<file path="config.mk">
export PLATFORM = sky130hd
export DESIGN_NAME = asram_ctrl
export DESIGN_NICKNAME = d
export VERILOG_FILES = /design/src/rtl/asram_pkg.sv /design/src/rtl/asram_phase_timer.sv /design/src/rtl/asram_bus_turn.sv /design/src/rtl/asram_rd_capture.sv /design/src/rtl/asram_ctrl.sv
export SDC_FILE = /design/constraint.sdc
export NUM_CORES = 1
export LEC_CHECK = 0
export BUFFER_PORTS_ARGS = -buffer_cell sky130_fd_sc_hd__clkbuf_2
export CORE_UTILIZATION = 31
export CTS_CLUSTER_DIAMETER = 80
export DETAILED_ROUTE_END_ITERATION = 10
export PLACE_DENSITY = 0.52
export SYNTH_ARGS = -nofsm -noshare
export SYNTH_HDL_FRONTEND = slang
export SYNTH_SLANG_ARGS = --single-unit
</file>
<file path="constraint.sdc">
create_clock -name clk -period 2.7 [get_ports clk]
set_input_delay 0.405 -clock clk [delete_from_list [all_inputs] [get_ports clk]]
set_output_delay 0.405 -clock clk [all_outputs]
set_load 0.01 [all_outputs]
</file>
<file path="src/rtl/asram_pkg.sv">
package asram_pkg;

  typedef enum logic [2:0] {
    ST_IDLE,
    ST_READ,
    ST_TURN,
    ST_WSETUP,
    ST_WPULSE,
    ST_WREC
  } asram_state_e;

  // ceiling of a time in ns divided by the clock period
  function automatic int unsigned ns_to_cycles(input int unsigned ns,
                                               input int unsigned period);
    if (period == 0) return ns;
    return (ns + period - 1) / period;
  endfunction

  function automatic int unsigned max_u(input int unsigned a,
                                        input int unsigned b);
    return (a > b) ? a : b;
  endfunction

  // a - b, clamped at zero
  function automatic int unsigned sat_sub(input int unsigned a,
                                          input int unsigned b);
    return (a > b) ? (a - b) : 0;
  endfunction

endpackage

</file>
<file path="src/rtl/asram_phase_timer.sv">
module asram_phase_timer #(
  parameter int CNT_W = 4
) (
  input  logic             clk,
  input  logic             rst_n,
  input  logic             load,
  input  logic [CNT_W-1:0] load_val,
  output logic             expired
);

  logic [CNT_W-1:0] remain;

  always_ff @(posedge clk or negedge rst_n) begin
    if (!rst_n) begin
      remain <= '0;
    end else if (load) begin
      remain <= load_val;
    end else if (remain != '0) begin
      remain <= remain - CNT_W'(1);
    end
  end

  assign expired = (remain == '0);

endmodule

</file>
<file path="src/rtl/asram_bus_turn.sv">
module asram_bus_turn #(
  parameter int          CNT_W  = 4,
  parameter int unsigned HZ_CYC = 4
) (
  input  logic clk,
  input  logic rst_n,
  input  logic rd_release,
  output logic bus_quiet
);

  logic [CNT_W-1:0] hz_left;

  always_ff @(posedge clk or negedge rst_n) begin
    if (!rst_n) begin
      hz_left <= '0;
    end else if (rd_release) begin
      hz_left <= CNT_W'(HZ_CYC);
    end else if (hz_left != '0) begin
      hz_left <= hz_left - CNT_W'(1);
    end
  end

  // one cycle of slack is absorbed by the write setup phase
  assign bus_quiet = (hz_left <= CNT_W'(1));

endmodule

</file>
<file path="src/rtl/asram_rd_capture.sv">
module asram_rd_capture #(
  parameter int DATA_W = 8
) (
  input  logic              clk,
  input  logic              rst_n,
  input  logic              capture,
  input  logic [DATA_W-1:0] din,
  output logic              rsp_valid,
  output logic [DATA_W-1:0] rsp_data
);

  always_ff @(posedge clk or negedge rst_n) begin
    if (!rst_n) begin
      rsp_valid <= 1'b0;
      rsp_data  <= '0;
    end else begin
      rsp_valid <= capture;
      if (capture) rsp_data <= din;
    end
  end

endmodule

</file>
<file path="src/rtl/asram_ctrl.sv">
module asram_ctrl
  import asram_pkg::*;
#(
  parameter int unsigned CLK_PERIOD_NS = 8,
  parameter int          ADDR_W        = 13,
  parameter int          DATA_W        = 8,
  parameter int unsigned T_AA_NS       = 80,
  parameter int unsigned T_RC_NS       = 80,
  parameter int unsigned T_OE_NS       = 40,
  parameter int unsigned T_HZ_NS       = 30,
  parameter int unsigned T_WC_NS       = 80,
  parameter int unsigned T_CW_NS       = 70,
  parameter int unsigned T_WP_NS       = 60,
  parameter int unsigned T_DW_NS       = 40
) (
  input  logic              clk,
  input  logic              rst_n,
  input  logic              req_valid,
  output logic              req_ready,
  input  logic              req_write,
  input  logic [ADDR_W-1:0] req_addr,
  input  logic [DATA_W-1:0] req_wdata,
  output logic              rsp_valid,
  output logic [DATA_W-1:0] rsp_rdata,
  output logic [ADDR_W-1:0] sram_addr,
  output logic              sram_ce_n,
  output logic              sram_ce,
  output logic              sram_oe_n,
  output logic              sram_we_n,
  output logic [DATA_W-1:0] sram_dq_out,
  output logic              sram_dq_oe,
  input  logic [DATA_W-1:0] sram_dq_in
);

  localparam int unsigned RD_CYC  = max_u(max_u(ns_to_cycles(T_AA_NS, CLK_PERIOD_NS),
                                                ns_to_cycles(T_RC_NS, CLK_PERIOD_NS)),
                                          ns_to_cycles(T_OE_NS, CLK_PERIOD_NS));
  localparam int unsigned WP_CYC  = max_u(ns_to_cycles(T_WP_NS, CLK_PERIOD_NS),
                                          ns_to_cycles(T_DW_NS, CLK_PERIOD_NS));
  localparam int unsigned SU_CYC  = max_u(1, sat_sub(ns_to_cycles(T_CW_NS, CLK_PERIOD_NS),
                                                     WP_CYC));
  localparam int unsigned REC_CYC = max_u(1, sat_sub(ns_to_cycles(T_WC_NS, CLK_PERIOD_NS),
                                                     SU_CYC + WP_CYC));
  localparam int unsigned HZ_CYC  = ns_to_cycles(T_HZ_NS, CLK_PERIOD_NS);
  localparam int unsigned MAX_CYC = max_u(max_u(RD_CYC, WP_CYC),
                                          max_u(max_u(SU_CYC, REC_CYC), HZ_CYC));
  localparam int          CNT_W   = $clog2(MAX_CYC + 1);

  // every phase must span at least one clock
  if (RD_CYC < 1 || WP_CYC < 1 || SU_CYC < 1 || REC_CYC < 1) begin : g_bad_phase
    $error("asram_ctrl: a computed phase length is below one cycle");
  end

  asram_state_e state, state_d;

  // named internal events
  logic             accept;
  logic             rd_done;
  logic             we_fall;
  logic             we_rise;
  logic             wr_done;
  logic             t_load;
  logic [CNT_W-1:0] t_val;
  logic             t_expired;
  logic             bus_quiet;

  logic [ADDR_W-1:0] addr_q;
  logic [DATA_W-1:0] wdata_q;
  logic              ce_act;
  logic              oe_act;
  logic              we_act;
  logic              dq_oe_q;

  assign req_ready = (state == ST_IDLE);
  assign accept    = req_valid && req_ready;

  asram_phase_timer #(.CNT_W(CNT_W)) u_timer (
    .clk      (clk),
    .rst_n    (rst_n),
    .load     (t_load),
    .load_val (t_val),
    .expired  (t_expired)
  );

  asram_bus_turn #(.CNT_W(CNT_W), .HZ_CYC(HZ_CYC)) u_turn (
    .clk        (clk),
    .rst_n      (rst_n),
    .rd_release (rd_done),
    .bus_quiet  (bus_quiet)
  );

  asram_rd_capture #(.DATA_W(DATA_W)) u_capture (
    .clk       (clk),
    .rst_n     (rst_n),
    .capture   (rd_done),
    .din       (sram_dq_in),
    .rsp_valid (rsp_valid),
    .rsp_data  (rsp_rdata)
  );

  always_comb begin
    state_d = state;
    t_load  = 1'b0;
    t_val   = '0;
    rd_done = 1'b0;
    we_fall = 1'b0;
    we_rise = 1'b0;
    wr_done = 1'b0;
    unique case (state)
      ST_IDLE: begin
        if (req_valid) begin
          if (!req_write) begin
            state_d = ST_READ;
            t_load  = 1'b1;
            t_val   = CNT_W'(RD_CYC - 1);
          end else if (bus_quiet) begin
            state_d = ST_WSETUP;
            t_load  = 1'b1;
            t_val   = CNT_W'(SU_CYC - 1);
          end else begin
            state_d = ST_TURN;
          end
        end
      end
      ST_TURN: begin
        if (bus_quiet) begin
          state_d = ST_WSETUP;
          t_load  = 1'b1;
          t_val   = CNT_W'(SU_CYC - 1);
        end
      end
      ST_READ: begin
        if (t_expired) begin
          state_d = ST_IDLE;
          rd_done = 1'b1;
        end
      end
      ST_WSETUP: begin
        if (t_expired) begin
          state_d = ST_WPULSE;
          t_load  = 1'b1;
          t_val   = CNT_W'(WP_CYC - 1);
          we_fall = 1'b1;
        end
      end
      ST_WPULSE: begin
        if (t_expired) begin
          state_d = ST_WREC;
          t_load  = 1'b1;
          t_val   = CNT_W'(REC_CYC - 1);
          we_rise = 1'b1;
        end
      end
      ST_WREC: begin
        if (t_expired) begin
          state_d = ST_IDLE;
          wr_done = 1'b1;
        end
      end
      default: state_d = ST_IDLE;
    endcase
  end

  always_ff @(posedge clk or negedge rst_n) begin
    if (!rst_n) begin
      state   <= ST_IDLE;
      addr_q  <= '0;
      wdata_q <= '0;
      ce_act  <= 1'b0;
      oe_act  <= 1'b0;
      we_act  <= 1'b0;
      dq_oe_q <= 1'b0;
    end else begin
      state <= state_d;
      if (accept) begin
        addr_q  <= req_addr;
        wdata_q <= req_wdata;
        ce_act  <= 1'b1;
        oe_act  <= !req_write;
      end
      if (rd_done) begin
        ce_act <= 1'b0;
        oe_act <= 1'b0;
      end
      if (we_fall) begin
        we_act  <= 1'b1;
        dq_oe_q <= 1'b1;
      end
      if (we_rise) begin
        we_act <= 1'b0;
      end
      if (wr_done) begin
        ce_act  <= 1'b0;
        dq_oe_q <= 1'b0;
      end
    end
  end

  assign sram_addr   = addr_q;
  assign sram_ce_n   = !ce_act;
  assign sram_ce     = ce_act;
  assign sram_oe_n   = !oe_act;
  assign sram_we_n   = !we_act;
  assign sram_dq_out = wdata_q;
  assign sram_dq_oe  = dq_oe_q;

endmodule

</file>
==> flow_metrics.tcl <==
set metrics [dict create \
    worstPathRequired_ns 2.88 \
    nets 315 \
    synth_largest_area_cell "dfrtp_1" \
    cts_tree "done" \
    placed_area_um2 2420 \
    cts_buffers 5 \
    fin_util_pct 41.8 \
    relSlewSlack_pct 49.6 \
    yosys.area_share.adder_pct 3.13 \
    vias 1580 \
    cts_resized 0 \
    antenna_found_initial 0 \
    dp.cells 345 \
    crit_path_end_kind "flop" \
    synth-simple-area-share_pct 23.2 \
    clockBufferDepth 2 \
    cap_violations 0 \
    htree_num_levels 2 \
    layout_commonest_cell "nand2_1" \
    synth.distinct_cells 32 \
    switching_share_pct 37.3 \
    crit_buf_inv 2 \
    critPathKind "reg -> reg" \
    peakVddDrop_v 0.000426 \
    fp.dieH_um 82.3 \
    fmax_mhz 499 \
    ys_ff_latch 45 \
    ys_seq_area_share_pct 56.4 \
    initial_utilization_pct 33.0 \
    grt_setup_unrepaired "no" \
    wirelength_um 4130 \
    synthMuxAreaShare_pct 5.26 \
    slew_viol_final 0 \
    syn_inst 206 \
    ioPinCount 69 \
    clk_pin_slew_ns 0.08 \
    antenna_cells 0 \
    numPortBuffers 68 \
    synth_nets 244 \
    power_density_nw_per_um2 1150 \
    ctsHoldBuffers 0 \
    p_sw_mw 1.09 \
    drc 0 \
    drt-initial-drc-count 66 \
    clk_latency_ns 0.29 \
    synth-xor-area-share_pct 1.31 \
    avgSynthCellArea_um2 9.70 \
    rows 28 \
    dieArea_um2 6770 \
    clkPwrFrac_pct 18.0 \
    design_area_um2 2530 \
    worstPathCellList "inv_1 > ha_1 > nor3b_4 > nand2_4 > nor3_4 > buf_4 > mux2_4" \
    hold_violations 0 \
    tightest_slew_ns 0.757 \
    synth-edff-count 0 \
    layout_common_cells "nand2_1, clkbuf_2, dfrtp_1" \
    die_w_um 82.3 \
    grt_pass1_vias 1420 \
    post-route-period-util_pct 74.2 \
    overflow 0 \
    postCtsSetupRepairBufs 0 \
    setup_violations 0 \
    wire_per_inst_um 11.7 \
    dp_hpwl_um 3010 \
    seqPwrFrac_pct 42.1 \
    synth_top_area_share_pct 56.4 \
    syn_to_final_growth_pct 26.7 \
    clock_tree.root_cell "clkbuf_8" \
    async_flop_share_pct 100 \
    hold_path.class "in -> async" \
    fin_skew_ns 0.00280 \
    comb_power_share_pct 39.9 \
    place_congestion 0.715 \
    cts.sinks 45 \
    drt_first_pass_iters 4 \
    synth_flop_cell "dfrtp_1" \
    vias_per_cell 4.48 \
    fin_setup_tns_ns 0 \
    critPathMaxStageDelay_ns 0.40 \
    drive_gt1_share_pct 33.1 \
    worstPathMaxFanout 8 \
    netlist_area_um2 2000 \
    grt_usage_pct 13.4 \
    grt_pass1_wl_um 6670 \
    synth_compound_area_share_pct 6.95 \
    status "finished clean" \
    yosysWarningCount 0 \
    synthTopCellsByArea "dfrtp_1, nand2_1, nor2_1, ha_1, a21oi_1" \
    period_needed_ns 2.00 \
    grt_max_degree 29 \
    p_int_mw 1.82 \
    leakage_nw 1.37 \
    critPathTopFamily "simple AND/OR/NAND/NOR gates" \
    final_cells 353 \
    cp.arrival_ns 2.19 \
    crit_path_start_kind "flop" \
    ant_nets 0 \
    synth_top_family_by_area "simple AND/OR/NAND/NOR gates" \
    core_um2 6060 \
    cpMaxStageDelayCell "dfrtp_1" \
]
-- per-stage QoR --
step	hold WS (ns)	power, mW	worst slack (ns)
after CTS	0.0478	2.96	0.658
after global placement	0.377	2.41	0.731
after global routing	0.0628	3.18	0.507
after floorplan	0.109	1.99	0.848
after detailed placement	0.376	2.42	0.667
final	0.0369	2.91	0.697
-- cell type report --
| type | count | area [µm²] |
|---|---|---|
| flip-flops and latches | 45 | 1130 |
| multi-input cells | 145 | 796 |
| well taps | 75 | 93.8 |
| repair buffers | 72 | 370 |
| clock buffers | 7 | 86.3 |
| fillers | 633 | 3530 |
| inverters | 8 | 30.0 |
| clock inverters | 1 | 30.0 |
-- Yosys cell counts, types with 2 or more instances --
library cell and n:
nand2_1 72, dfrtp_1 45, nor2_1 18, a21oi_1 12, inv_1 8, o21ai_0 7, ha_1 5, buf_2 4
mux2_2 4, mux2_4 4, clkbuf_1 3, nor3_1 3, xor2_1 2
-- sequential cells by signal, indices dropped and copies added, names as in the netlist --
name and count:
sram_addr 13, sram_dq_out 8, u_capture.rsp_data 8, u_timer.remain 4
u_turn.hz_left 4, state 3, oe_act 1, sram_ce 1
sram_dq_oe 1, u_capture.rsp_valid 1, we_act 1
-- final timing paths --
check | end | cells past startpoint | from | slack, ns
setup reg to reg | u_capture.rsp_data[5]$_DFFE_PN0P_ | 7 | u_timer.remain[0]$_DFFE_PN0P_ | 0.70
setup / recovery | u_capture.rsp_data[5]$_DFFE_PN0P_ | 7 | u_timer.remain[0]$_DFFE_PN0P_ | 0.70
min in group clk | sram_addr[10]$_DFFE_PN0P_ | 3 | req_addr[10] | 0.30
hold reg to reg | sram_addr[6]$_DFFE_PN0P_ | 2 | sram_addr[6]$_DFFE_PN0P_ | 0.48
max in group asynchronous | sram_addr[3]$_DFFE_PN0P_ | 2 | rst_n | 1.94
hold / removal | u_capture.rsp_data[6]$_DFFE_PN0P_ | 1 | rst_n | 0.04
-- power groups by stage --
stage	combinational, mW	clock, mW	sequential [mW]
2_1_floorplan	0.725	0	1.27
3_3_place_gp	1.17	0	1.24
3_5_place_dp	1.19	0	1.23
4_1_cts	1.19	0.543	1.23
5_1_grt	1.33	0.571	1.27
6_report	1.16	0.522	1.23
-- routing by layer --
metal | global-route usage (%) | share of wire (%) | vias to the layer above
met5 | 0 | 0 | -
met4 | 6.84 | 2.1 | 0
met3 | 3.08 | 4.2 | 6
met2 | 20.8 | 45 | 44
met1 | 17.5 | 49 | 727
li1 | - | - | 803
-- cell families after synthesis --
group	after synthesis
compound gates	24
mux	8
flops	45
buf+inv	16
xor+xnor	3
simple gates	105
fa+ha+maj	5
(Power assumes the default switching activity.)
